`config.mk`:
```
export PLATFORM = sky130hd
export DESIGN_NAME = dma_chan
export DESIGN_NICKNAME = d
export VERILOG_FILES = /design/src/rtl/dma_pkg.sv /design/src/rtl/dma_regs.sv /design/src/rtl/dma_engine.sv /design/src/rtl/dma_chan.sv
export SDC_FILE = /design/constraint.sdc
export NUM_CORES = 1
export LEC_CHECK = 0
export BUFFER_PORTS_ARGS = -buffer_cell sky130_fd_sc_hd__buf_2
export CAP_MARGIN = 20
export CORE_MARGIN = 5
export CORE_UTILIZATION = 45
export DETAILED_ROUTE_END_ITERATION = 8
export PLACE_DENSITY_LB_ADDON = 0.15
export SLEW_MARGIN = 20
export SYNTH_ARGS = -nofsm -noshare
export SYNTH_HDL_FRONTEND = slang
export SYNTH_SLANG_ARGS = --single-unit
```
`constraint.sdc`:
```
create_clock -name clk -period 4.15 [get_ports clk]
set_input_delay 0.2075 -clock clk [delete_from_list [all_inputs] [get_ports clk]]
set_output_delay 0.2075 -clock clk [all_outputs]
set_load 0.05 [all_outputs]
```
`src/rtl/dma_pkg.sv`:
```
package dma_pkg;
  // control byte layout, MSB first: bit5 dst_fwd .. bit0 unit8
  typedef struct packed {
    logic dst_fwd;
    logic src_fwd;
    logic enable;
    logic req;
    logic rpt;
    logic unit8;
  } ctrl_t;

  typedef enum logic [1:0] {
    ST_IDLE,
    ST_RD,
    ST_WR,
    ST_UPD
  } eng_state_t;

  localparam logic [3:0] CAUSE_SW = 4'b0001;
endpackage

```
`src/rtl/dma_regs.sv`:
```
module dma_regs
  import dma_pkg::*;
#(
  parameter int ADDR_W = 20,
  parameter int CNT_W  = 16,
  parameter int REG_AW = 4
) (
  input  logic              clk,
  input  logic              rst,
  input  logic              cpu_we,
  input  logic [REG_AW-1:0] cpu_addr,
  input  logic [7:0]        cpu_wdata,
  output logic [7:0]        cpu_rdata,
  input  logic              ext_req,
  input  logic              eng_start,
  input  logic              eng_unit_done,
  output logic [ADDR_W-1:0] src_ptr,
  output logic [ADDR_W-1:0] dst_ptr,
  output ctrl_t             ctrl,
  output logic              unit_last
);
  localparam int PTR_BYTES  = (ADDR_W + 7) / 8;
  localparam int CNT_BYTES  = (CNT_W + 7) / 8;
  localparam int PTR_BITS   = PTR_BYTES * 8;
  localparam int CNT_BITS   = CNT_BYTES * 8;
  localparam int DST_BASE   = PTR_BYTES;
  localparam int CNT_BASE   = 2 * PTR_BYTES;
  localparam int CTRL_SLOT  = CNT_BASE + CNT_BYTES;
  localparam int CAUSE_SLOT = CTRL_SLOT + 1;

  logic [ADDR_W-1:0] src_q, dst_q, src_n, dst_n, src_sh, dst_sh;
  logic [CNT_W-1:0]  cnt_q, cnt_n, cnt_sh;
  ctrl_t             ctrl_q, ctrl_n;
  logic [3:0]        cause_q, cause_n;
  logic [PTR_BITS-1:0] src_w, dst_w;
  logic [CNT_BITS-1:0] cnt_w;
  logic [ADDR_W-1:0] step_a;
  logic [7:0]        rd_n;
  logic              set_evt, arm, ctrl_hit;

  assign ctrl_hit = cpu_we && (cpu_addr == REG_AW'(CTRL_SLOT));
  assign set_evt  = (cause_q == CAUSE_SW)
                  ? (cpu_we && cpu_addr == REG_AW'(CAUSE_SLOT) && cpu_wdata[4])
                  : ext_req;
  assign arm      = ctrl_hit && cpu_wdata[3] && !ctrl_q.enable;
  assign step_a   = ctrl_q.unit8 ? ADDR_W'(1) : ADDR_W'(2);

  always_comb begin
    src_w   = PTR_BITS'(src_q);
    dst_w   = PTR_BITS'(dst_q);
    cnt_w   = CNT_BITS'(cnt_q);
    ctrl_n  = ctrl_q;
    cause_n = cause_q;
    if (cpu_we) begin
      for (int b = 0; b < PTR_BYTES; b++) begin
        if (cpu_addr == REG_AW'(b))            src_w[b*8 +: 8] = cpu_wdata;
        if (cpu_addr == REG_AW'(DST_BASE + b)) dst_w[b*8 +: 8] = cpu_wdata;
      end
      for (int b = 0; b < CNT_BYTES; b++) begin
        if (cpu_addr == REG_AW'(CNT_BASE + b)) cnt_w[b*8 +: 8] = cpu_wdata;
      end
      if (cpu_addr == REG_AW'(CAUSE_SLOT)) cause_n = cpu_wdata[3:0];
    end
    if (ctrl_hit) begin
      ctrl_n.unit8  = cpu_wdata[0];
      ctrl_n.rpt    = cpu_wdata[1];
      ctrl_n.req    = cpu_wdata[2];
      ctrl_n.enable = cpu_wdata[3];
      if (!(cpu_wdata[4] && cpu_wdata[5])) begin
        ctrl_n.src_fwd = cpu_wdata[4];
        ctrl_n.dst_fwd = cpu_wdata[5];
      end
    end
    src_n = src_w[ADDR_W-1:0];
    dst_n = dst_w[ADDR_W-1:0];
    cnt_n = cnt_w[CNT_W-1:0];
    if (eng_start) ctrl_n.req = 1'b0;
    if (set_evt)   ctrl_n.req = 1'b1;
    if (eng_unit_done) begin
      if (ctrl_q.src_fwd) src_n = src_q + step_a;
      if (ctrl_q.dst_fwd) dst_n = dst_q + step_a;
      if (cnt_q == '0) begin
        if (ctrl_q.rpt) begin
          src_n = src_sh;
          dst_n = dst_sh;
          cnt_n = cnt_sh;
        end else begin
          ctrl_n.enable = 1'b0;
        end
      end else begin
        cnt_n = cnt_q - CNT_W'(1);
      end
    end
  end

  always_comb begin
    logic [PTR_BITS-1:0] sr, dr;
    logic [CNT_BITS-1:0] cr;
    sr   = PTR_BITS'(src_q);
    dr   = PTR_BITS'(dst_q);
    cr   = CNT_BITS'(cnt_q);
    rd_n = '0;
    for (int b = 0; b < PTR_BYTES; b++) begin
      if (cpu_addr == REG_AW'(b))            rd_n = sr[b*8 +: 8];
      if (cpu_addr == REG_AW'(DST_BASE + b)) rd_n = dr[b*8 +: 8];
    end
    for (int b = 0; b < CNT_BYTES; b++) begin
      if (cpu_addr == REG_AW'(CNT_BASE + b)) rd_n = cr[b*8 +: 8];
    end
    if (cpu_addr == REG_AW'(CTRL_SLOT))  rd_n = {2'b00, ctrl_q};
    if (cpu_addr == REG_AW'(CAUSE_SLOT)) rd_n = {4'b0000, cause_q};
  end

  always_ff @(posedge clk) begin
    if (rst) begin
      src_q     <= '0;
      dst_q     <= '0;
      cnt_q     <= '0;
      src_sh    <= '0;
      dst_sh    <= '0;
      cnt_sh    <= '0;
      ctrl_q    <= '0;
      cause_q   <= '0;
      cpu_rdata <= '0;
    end else begin
      src_q     <= src_n;
      dst_q     <= dst_n;
      cnt_q     <= cnt_n;
      ctrl_q    <= ctrl_n;
      cause_q   <= cause_n;
      cpu_rdata <= rd_n;
      if (arm) begin
        src_sh <= src_q;
        dst_sh <= dst_q;
        cnt_sh <= cnt_q;
      end
    end
  end

  assign src_ptr   = src_q;
  assign dst_ptr   = dst_q;
  assign ctrl      = ctrl_q;
  assign unit_last = (cnt_q == '0);

  // the two forward-step bits are never both set
  p_dir_excl_r5: assert property (@(posedge clk) disable iff (rst)
    !(ctrl_q.src_fwd && ctrl_q.dst_fwd));

  // an accepted request leaves the request bit clear unless re-raised
  p_req_clear_r8: assert property (@(posedge clk) disable iff (rst)
    eng_start && !set_evt |=> !ctrl_q.req);

  // single-mode end of count drops enable
  p_single_stop_r9: assert property (@(posedge clk) disable iff (rst)
    eng_unit_done && unit_last && !ctrl_q.rpt |=> !ctrl_q.enable);

  // repeat-mode end of count restores the count and stays enabled
  p_repeat_reload_r10: assert property (@(posedge clk) disable iff (rst)
    eng_unit_done && unit_last && ctrl_q.rpt && !cpu_we
    |=> (cnt_q == $past(cnt_sh)) && ctrl_q.enable);
endmodule

```
`src/rtl/dma_engine.sv`:
```
module dma_engine
  import dma_pkg::*;
#(
  parameter int ADDR_W = 20,
  parameter int DATA_W = 16
) (
  input  logic              clk,
  input  logic              rst,
  input  logic              enable,
  input  logic              req,
  input  logic              unit8,
  input  logic [ADDR_W-1:0] src_ptr,
  input  logic [ADDR_W-1:0] dst_ptr,
  input  logic              bus_ready,
  input  logic [DATA_W-1:0] bus_rdata,
  output logic              start,
  output logic              unit_done,
  output logic              bus_valid,
  output logic              bus_write,
  output logic              bus_byte,
  output logic [ADDR_W-1:0] bus_addr,
  output logic [DATA_W-1:0] bus_wdata
);
  eng_state_t state;

  assign start     = (state == ST_IDLE) && enable && req;
  assign unit_done = (state == ST_UPD);

  always_ff @(posedge clk) begin
    if (rst) begin
      state     <= ST_IDLE;
      bus_valid <= 1'b0;
      bus_write <= 1'b0;
      bus_byte  <= 1'b0;
      bus_addr  <= '0;
      bus_wdata <= '0;
    end else begin
      case (state)
        ST_IDLE: if (start) begin
          state     <= ST_RD;
          bus_valid <= 1'b1;
          bus_write <= 1'b0;
          bus_byte  <= unit8;
          bus_addr  <= src_ptr;
        end
        ST_RD: if (bus_ready) begin
          state     <= ST_WR;
          bus_write <= 1'b1;
          bus_addr  <= dst_ptr;
          bus_wdata <= bus_byte ? {{(DATA_W-8){1'b0}}, bus_rdata[7:0]} : bus_rdata;
        end
        ST_WR: if (bus_ready) begin
          state     <= ST_UPD;
          bus_valid <= 1'b0;
          bus_write <= 1'b0;
        end
        default: state <= ST_IDLE;
      endcase
    end
  end

  // a pending access holds still through wait states
  p_hold_stable_r11: assert property (@(posedge clk) disable iff (rst)
    bus_valid && !bus_ready
    |=> bus_valid && $stable(bus_addr) && $stable(bus_write));

  // a completed read is followed directly by a write
  p_read_then_write_r12: assert property (@(posedge clk) disable iff (rst)
    bus_valid && bus_ready && !bus_write |=> bus_valid && bus_write);

  // an idle, disabled channel stays off the bus
  p_quiet_disabled_r7: assert property (@(posedge clk) disable iff (rst)
    (state == ST_IDLE) && !enable |=> !bus_valid);
endmodule

```
`src/rtl/dma_chan.sv`:
```
module dma_chan
  import dma_pkg::*;
#(
  parameter int ADDR_W = 20,
  parameter int CNT_W  = 16,
  parameter int DATA_W = 16,
  parameter int REG_AW = 4
) (
  input  logic              clk,
  input  logic              rst,
  input  logic              cpu_we,
  input  logic [REG_AW-1:0] cpu_addr,
  input  logic [7:0]        cpu_wdata,
  output logic [7:0]        cpu_rdata,
  input  logic              ext_req,
  output logic              bus_valid,
  output logic              bus_write,
  output logic              bus_byte,
  output logic [ADDR_W-1:0] bus_addr,
  output logic [DATA_W-1:0] bus_wdata,
  input  logic [DATA_W-1:0] bus_rdata,
  input  logic              bus_ready,
  output logic              done
);
  logic [ADDR_W-1:0] src_ptr, dst_ptr;
  ctrl_t             ctrl;
  logic              unit_last, eng_start, eng_unit_done;

  dma_regs #(.ADDR_W(ADDR_W), .CNT_W(CNT_W), .REG_AW(REG_AW)) u_regs (
    .clk(clk), .rst(rst), .cpu_we(cpu_we), .cpu_addr(cpu_addr),
    .cpu_wdata(cpu_wdata), .cpu_rdata(cpu_rdata), .ext_req(ext_req),
    .eng_start(eng_start), .eng_unit_done(eng_unit_done),
    .src_ptr(src_ptr), .dst_ptr(dst_ptr), .ctrl(ctrl), .unit_last(unit_last)
  );

  dma_engine #(.ADDR_W(ADDR_W), .DATA_W(DATA_W)) u_engine (
    .clk(clk), .rst(rst), .enable(ctrl.enable), .req(ctrl.req),
    .unit8(ctrl.unit8), .src_ptr(src_ptr), .dst_ptr(dst_ptr),
    .bus_ready(bus_ready), .bus_rdata(bus_rdata), .start(eng_start),
    .unit_done(eng_unit_done), .bus_valid(bus_valid), .bus_write(bus_write),
    .bus_byte(bus_byte), .bus_addr(bus_addr), .bus_wdata(bus_wdata)
  );

  always_ff @(posedge clk) begin
    if (rst) done <= 1'b0;
    else     done <= eng_unit_done && unit_last;
  end

  // completion is a single-cycle pulse
  p_done_pulse_r9: assert property (@(posedge clk) disable iff (rst)
    done |=> !done);
endmodule

```
Word-level counts from Yosys, hierarchy flattened
Index checks and enable logic that the tools add are counted.
{"block": "totals", "mem_count": 0, "ramBits": 0, "in_bits": 33, "latchBits": 0, "ff_bits": 172, "romBits": 0, "out_inout_bits": 48}
{"block": "classes", "n_mul": 0, "shifts": 0, "mux": 54, "div_mod_pow": 0, "add_sub_neg": 3, "n_eq_ne": 16, "bitwise_logic": 1, "n_lt_le_gt_ge": 0, "n_reduce_logical": 27}
{"op": "20-bit two-way mux", "n": 12}
{"op": "8-bit two-way mux", "n": 14}
{"op": "16-bit two-way mux", "n": 5}
{"op": "20-bit adder", "n": 2}
{"op": "20-bit one-hot mux with 2 select lines", "n": 1}
{"op": "4-bit by 3-bit == test with 1-bit output (second input constant)", "n": 4}
{"op": "16-bit zero test", "n": 1}
{"op": "4-bit two-way mux", "n": 4}
{"op": "16-bit by 1-bit subtractor with 16-bit output (second input constant)", "n": 1}
{"op": "1-bit two-way mux", "n": 10}
{"op": "1-bit logical AND", "n": 9}
{"op": "3-bit AND reduction", "n": 3}
{"op": "4-bit by 1-bit == test with 1-bit output (second input constant)", "n": 2}
{"op": "4-bit by 2-bit == test with 1-bit output (second input constant)", "n": 2}
{"op": "4-bit == test (second input constant)", "n": 2}
{"op": "2-bit two-way mux", "n": 4}
{"op": "2-bit AND reduction", "n": 4}
{"op": "6-bit two-way mux", "n": 1}
{"op": "2-bit inequality test (second input constant)", "n": 3}
{"op": "2-bit one-hot mux with 3 select lines", "n": 1}
{"op": "3-bit nonzero test", "n": 2}
{"op": "2-bit == test (second input constant)", "n": 2}
{"op": "4-bit zero test", "n": 1}
{"op": "4-bit AND reduction", "n": 1}
{"op": "9 further kinds", "n": 10}

Longest topological paths before layout
Gate-level depths: netlist of the first run.
{"block": "depth", "depth_word": 11, "mapped_depth": 9, "mapped_depth_nobuf": 7}

Hierarchy
From an unflattened synthesis of the first run, not the netlist that was laid out.
{"block": "hier_totals", "cells_unflattened": 1179, "area_unflattened_um2": 9778.1}
{"module": "dma_regs", "instances": 1, "cells_each": 978, "area_each_um2": 7816.2}
{"module": "dma_engine", "instances": 1, "cells_each": 199, "area_each_um2": 1933.1}
{"module": "dma_chan", "instances": 1, "cells_each": 2, "area_each_um2": 28.8}

Worst setup path before layout of the first run
No wires, ideal clock.
{"block": "synth_timing", "kind": "flip-flop to flip-flop", "start": "reg u_regs.ctrl_q (netlist bit u_regs.ctrl[0])", "end": "reg u_regs.dst_q[17] (netlist: u_regs.dst_ptr[17])", "required_ns": 4.017, "period_less_slack_ns": 2.447, "arrival_ns": 2.314, "path_stages_with_launch": 9, "slack_ns": 1.703, "path_cell_list": "dfxtp_1 inv_1 ha_1 a21oi_1 or4b_2 clkbuf_1 o311a_1 a221oi_1 a21oi_1"}
{"block": "synth_via", "elab_chain_len": 6}
{"item": "from (decl)", "line": "dma_regs.sv:33", "text": "ctrl_t ctrl_q, ctrl_n;"}
{"item": "from (signal assigned)", "line": "dma_regs.sv:129", "text": "ctrl_q <= ctrl_n;"}
{"item": "2-bit two-way mux *", "line": "dma_regs.sv:46", "text": "assign step_a = ctrl_q.unit8 ? ADDR_W'(1) : ADDR_W'(2);"}
{"item": "20-bit adder *", "line": "dma_regs.sv:81", "text": "if (ctrl_q.dst_fwd) dst_n = dst_q + step_a;"}
{"item": "20-bit two-way mux *", "line": "dma_regs.sv:81"}
{"item": "20-bit two-way mux", "line": "dma_regs.sv:83", "text": "if (ctrl_q.rpt) begin"}
{"item": "20-bit two-way mux *", "line": "dma_regs.sv:82", "text": "if (cnt_q == '0) begin"}
{"item": "20-bit two-way mux *", "line": "dma_regs.sv:79", "text": "if (eng_unit_done) begin"}
{"item": "to (signal assigned)", "line": "dma_regs.sv:127", "text": "dst_q <= dst_n;"}
{"item": "to (decl)", "line": "dma_regs.sv:31", "text": "logic [ADDR_W-1:0] src_q, dst_q, src_n, dst_n, src_sh, dst_sh;"}
Every way passes the cells marked *; elsewhere a longest branch is shown, timed or not.
A chain may end at the register's enable or synchronous reset.

Final worst setup path of the first run
{"block": "layout_timing", "start": "reg u_regs.cnt_q[7]", "end": "reg u_regs.src_q[5] (netlist: u_regs.src_ptr[5])"}
{"block": "layout_via", "elab_chain_len": 3}
{"item": "from (decl)", "line": "dma_regs.sv:32", "text": "logic [CNT_W-1:0] cnt_q, cnt_n, cnt_sh;"}
{"item": "from (signal assigned)", "line": "dma_regs.sv:128", "text": "cnt_q <= cnt_n;"}
{"item": "16-bit zero test", "line": "dma_regs.sv:82"}
{"item": "20-bit two-way mux", "line": "dma_regs.sv:82"}
{"item": "20-bit two-way mux", "line": "dma_regs.sv:79"}
{"item": "to (signal assigned)", "line": "dma_regs.sv:126", "text": "src_q <= src_n;"}
{"item": "to (decl)", "line": "dma_regs.sv:31"}
No other way between the ends.

==> results.yml, run 1 <==
finish:
  fin_util_pct: 50.1
  final_nets: 1217
  final_common_cell: "nand2_1"
  final_cell_mix: "184 x nand2_1, 172 x dfxtp_1, 122 x a21oi_1"
  diodes: 0
  drive_gt1_share_pct: 13.4
  syn2layout_area_growth_pct: 10.6
  final_area_um2: 10500
cts:
  clock_path_buffers: 2
  cts.repair.resized: 0
  clk_latency_ns: 0.44
  cts_tree: "built"
  numCtsBuffers: 17
  clk_pin_slew_worst_paths_ns: 0.07
  clock-root-buffer: "clkbuf_16"
  cts-htree-levels: 4
  clock_sinks: 172
die:
  die_y_um: 155
  io_pins: 81
  die_area_um2: 24000
  start_util_pct: 45.3
  core_um2: 20900
  core.rowCount: 53
  die_w_um: 155
placement:
  dp_hpwl_um: 19700
  io_buffers: 80
  place_congestion: 0.897
  placed_area_um2: 9790
worst_setup_path:
  end_kind: "register"
  cp_max_fo: 17
  r2r_setup_slack_ns: 1.24
  cp.required_ns: 4.49
  critical_path_class: "register to register"
  start_kind: "register"
  arrival_ns: 3.24
drt:
  drcViolationCount: 0
  first_pass_iters: 7
  wl_um: 30700
  wire_per_inst_um: 21.0
  vias_per_cell: 6.07
  route.antenna.remaining_nets: 0
  first_iter_violations: 800
  vias: 8860
timing:
  post-route-min-period_ns: 2.91
  setup_viol: 0
  fmax_mhz: 344
  clock_skew_ns: 0.0109
  slew_headroom_pct: 26.3
  drv_slew: 0
  worstMarginPinSlew_ns: 1.10
  fin_crit_sh_pct: 70.0
  hold_viol: 0
  tns_ns: 0
  rsz0062_at_grt: "no"
pwr:
  power_mw: 4.25
  p_leak_nw: 3.73
  ir_drop_uv: 275
  powerDensity_nw_per_um2: 406
job:
  max-cap-violations: 0
yosys:
  async_flop_share_pct: 0
  syn_area_um2: 9460
  yosysTopAreaCell: "dfxtp_1"
  synth-seq-cells: 172
  yosysWarnings: 0
  synth_nets: 1211
  synth_cells: 1165
  netlist.area_leader.share_pct: 36.4
  ys.flop_type: "dfxtp_1"
  synth-edff-count: 0
  postSynthAreaPerCell_um2: 8.12
  ys_top_cells_by_area: "dfxtp_1 36%, mux2i_1 8.1%, nand2_1 7.3%"
  ys_seq_area_share_pct: 36.4
  synthDistinctLibCells: 79
grt:
  grt_pass1_wl_um: 48000
  grt_max_degree: 98
  track_usage_pct: 25.1
  grt_pass1_vias: 8346
  overflow: 0
  antenna_found_initial: 1
status:
  run_status: "finished clean"
worst_hold_path:
  worstHoldPathType: "input pin to register"
==> stage by stage <==
stage | worst slack, ns | instances | hold WS [ns]
final | 1.24 | 1459 | 0.0298
after floorplan | 1.70 | 1165 | 0.344
after detailed placement | 1.23 | 1419 | 0.444
after CTS | 1.28 | 1459 | 0.0178
after global placement | 1.24 | 1419 | 0.436
after global routing | 1.14 | 1459 | 0.0240
==> cells in the mapped netlist (all sizes together), types with 4 or more instances <==
library cell / number
a21oi: 122
o32ai: 11
clkbuf: 93
nand2: 187
o31a: 8
mux2i: 77
nor2b: 7
nand4: 9
dfxtp: 172
o22ai: 16
and4: 8
xnor2: 20
ha: 11
or3: 15
buf: 21
a221oi: 31
nand3: 32
nor2: 72
o211ai: 5
o2bb2ai: 6
o31ai: 4
or4: 7
o21a: 4
nor3: 24
and2: 6
nand2b: 8
a31oi: 6
o21ai: 43
a22oi: 11
a211oi: 21
nor4: 13
a22o: 4
inv: 15
nor3b: 4
xor2: 11
mux2: 11
o311a: 4
nand3b: 10
==> layout make-up <==
class | instances | area [um2]
fillers | 2070 | 10400
inverters | 17 | 63.8
repair buffers | 101 | 581
well taps | 275 | 344
clock buffers | 19 | 443
flip-flops and latches | 172 | 3440
multi-input cells | 862 | 5440
clock inverters | 13 | 156
==> report_power, final <==
group          total, mW  internal [mW]  switching, mW
registers           1.79           1.73         0.0555
clock network       1.67          0.921          0.746
logic              0.794          0.222          0.572
total               4.25           2.87           1.37
==> cells by family after synthesis <==
group / after synthesis / synth area share (%)
multiplexers: 88 / 9.45
buffers and inverters: 131 / 6.43
AO/OA/AOI/OAI: 317 / 22.1
adder cells (fa/ha/maj): 13 / 1.88
AND/OR/NAND/NOR: 413 / 20.9
XOR/XNOR: 31 / 2.87
flip-flops: 172 / 36.4
==> registers in the layout (all words and copies together) (netlist names) <==
signal / flops
u_engine.bus_addr: 20
u_regs.dst_ptr: 20
u_regs.dst_sh: 20
u_regs.src_ptr: 20
u_regs.src_sh: 20
u_engine.bus_wdata: 16
u_regs.cnt_q: 16
u_regs.cnt_sh: 16
u_regs.cpu_rdata: 8
u_regs.ctrl: 6
u_regs.cause_q: 4
u_engine.state: 2
done: 1
u_engine.bus_byte: 1
u_engine.bus_valid: 1
u_engine.bus_write: 1
==> timing repair <==
item,4_1_cts,5_1_grt
endpoints found under the hold margin,8,0
setup buffers,0,0
hold buffers,8,0
==> per-layer routing <==
layer | vias to the layer above | GRT usage, % | wire (um) | share of wire, %
met1 | 4215 | 34.0 | 13600 | 44
li1 | 4218 | - | - | -
met4 | 2 | 8.62 | 881 | 2.9
met2 | 364 | 40.0 | 13900 | 45
met3 | 61 | 5.20 | 2370 | 7.7
met5 | - | 0 | 7 | 0.023
==> path summary, 6_finish.rpt <==
| path | cells after the start | to | startpoint |
|---|---|---|---|
| max | 5 | u_regs.src_ptr[5] | u_regs.cnt_q[7] |
| min reg2reg | 2 | u_engine.bus_wdata[13] | u_engine.bus_wdata[13] |
| max reg2reg | 5 | u_regs.src_ptr[5] | u_regs.cnt_q[7] |
| min | 3 | u_engine.bus_wdata[14] | bus_rdata[14] |
==> worst max-delay path, stage by stage (launching register included) <==
cell      delay, ns
dfxtp_1        0.40
or4_1          0.66
or4_1          0.97
nand2_1        0.35
o22ai_1        0.12
a221oi_1       0.29
(Power assumes the default switching activity.)
==> inputs of run 2 (changes only) <==
- ABC_AREA: unset -> 1
- clock period: 4.15 -> 2.5 ns (I/O delays scaled with it)
==> run 2 against run 1 <==
  * Global-route usage up 0.066 points
  * Hold slack better by 0.034 ns
  * Core utilization up 1.5 points
  * Non-clock buffer count up 25
  * Sequential power up 79%
  * Combinational power rose to 3.6 times the previous value
  * Count of clock-buffer cells in the layout down 2
  * Final area up 7.5%
  * First-iteration DRC count up 35%
  * Clock skew up 0.0030 ns
  * Worst setup slack worse by 1.1 ns
  * Critical path type unchanged
==> results.yml, run 2 <==
cts:
  cts.repair.resized: 0
  clk_latency_ns: 0.44
  post_cts_buffers: 0
  clock-root-buffer: "clkbuf_16"
  cts_tree: "built"
  cts-htree-levels: 4
  clock_sinks: 172
  clk_pin_slew_worst_paths_ns: 0.07
  numCtsBuffers: 17
  clock_path_buffers: 2
timing:
  rsz0062_at_grt: "no"
  fin_crit_sh_pct: 92.3
  tns_ns: 0
  hold_slack_ns: 0.0639
  setup_viol: 0
  fmax_mhz: 433
  hold_viol: 0
  clock_skew_ns: 0.0139
  worst_slack_ns: 0.191
  slew_headroom_pct: 53.0
  worstMarginPinSlew_ns: 0.704
  drv_slew: 0
  post-route-min-period_ns: 2.31
finish:
  drive_gt1_share_pct: 13.1
  syn2layout_area_growth_pct: 13.0
  final_cell_mix: "364 x nand2_1, 202 x o21ai_0, 172 x dfxtp_1"
  final_common_cell: "nand2_1"
  diodes: 0
  final_nets: 1638
yosys:
  ys_top_cells_by_area: "dfxtp_1 35%, nand2_1 14%, o21ai_0 10%"
  netlist.area_leader.share_pct: 34.6
  postSynthAreaPerCell_um2: 6.53
  synth-edff-count: 0
  synth_nets: 1571
  yosysTopAreaCell: "dfxtp_1"
  synth.most_common_cell: "nand2_1"
  synth_cells: 1525
  synth-seq-cells: 172
  async_flop_share_pct: 0
  ys_seq_area_share_pct: 34.6
  synthDistinctLibCells: 44
  syn_area_um2: 9960
  ys.flop_type: "dfxtp_1"
  yosysWarnings: 0
  synthTopCellsByCount: "364 x nand2_1, 202 x o21ai_0, 172 x dfxtp_1"
die:
  core.rowCount: 54
  die_y_um: 159
  core_um2: 21800
  die_w_um: 159
  io_pins: 81
  die_area_um2: 25200
  start_util_pct: 45.6
worst_hold_path:
  worstHoldPathCells: 3
  worstHoldPathType: "input pin to register"
worst_setup_path:
  end_kind: "register"
  cp_max_fo: 6
  critical_path_class: "register to register"
  cp.required_ns: 2.87
  reg2regPathDepth: 8
  start_kind: "register"
  arrival_ns: 2.68
drt:
  vias_per_cell: 5.41
  drcViolationCount: 0
  route.antenna.remaining_nets: 0
  vias: 10200
  wire_per_inst_um: 17.3
  first_pass_iters: 6
  wl_um: 32600
  first_iter_violations: 1081
grt:
  grt_max_degree: 73
  antenna_found_initial: 0
  overflow: 0
  grt_pass1_wl_um: 52000
  grt_pass1_vias: 9516
  track_usage_pct: 25.2
job:
  max-cap-violations: 0
pwr:
  ir_drop_uv: 429
  powerDensity_nw_per_um2: 780
  power_mw: 8.78
  p_leak_nw: 5.24
placement:
  pre_cts_slack_ns: 0.251
  place_congestion: 1.01
  dp_hpwl_um: 22800
  io_buffers: 80
status:
  run_status: "finished clean"
## run 2: kinds of logic (layout without fill, tap and decap cells)
group,after synthesis,in the layout,synth area share (%)
mux,3,3,0.301
xor+xnor,14,14,1.23
compound gates,422,422,22.9
buf+inv,252,332,11.3
fa+ha+maj,13,13,1.78
flops,172,172,34.6
simple gates,649,649,27.9
## run 2: path summary, 6_finish.rpt
check / from / to / slack, ns
worst max-delay path: u_regs.ctrl[0] / u_regs.dst_ptr[16] / 0.19
worst min-delay path: cpu_wdata[5] / u_regs.ctrl[5] / 0.06
worst max register to register: u_regs.ctrl[0] / u_regs.dst_ptr[16] / 0.19
worst min register to register: u_engine.bus_addr[8] / u_engine.bus_addr[8] / 0.44
## run 2: final cells by class
| type | instances | area, um2 |
|---|---|---|
| clock buffer | 17 | 425 |
| tap | 280 | 350 |
| inverter | 174 | 656 |
| sequential | 172 | 3440 |
| clock inverter | 15 | 166 |
| fill | 2183 | 10600 |
| timing repair buffer | 126 | 813 |
| multi-input combinational | 1101 | 5400 |
## run 2: worst max-delay path, stage by stage, from the launching register on
cell and delay (ns):
dfxtp_1 0.49, ha_1 0.28, fa_1 0.26, nand2_1 0.11, nor3_1 0.51, nand4_1 0.20
o21ai_0 0.19, nand3_1 0.09, a21oi_1 0.12
## run 2: what timing repair did
action                     in CTS  in global routing
setup endpoints to repair       0                  0
hold endpoints to repair       17                  0
hold buffers                   17                  0
## run 2: metal layers
layer	routed length (um)	GRT usage [%]	up-vias
met2	15300	41.9	375
met3	2080	3.97	55
met5	0	0	-
li1	-	-	5116
met4	884	8.21	0
met1	14300	33.4	4655
## run 2: stage by stage
stage	instance area, um2	cells	util (%)
detailed placement	10500	1836	48.1
floorplan	9960	1525	-
CTS	11300	1885	51.6
global placement	10500	1836	48.1
finish	11300	1885	51.6
global route	11300	1885	51.6
## run 2: where the power goes
group	internal (mW)	total [mW]	switching [mW]
combinational	0.740	2.83	2.09
sequential	3.03	3.21	0.177
clock	1.43	2.74	1.31
total	5.20	8.78	3.58
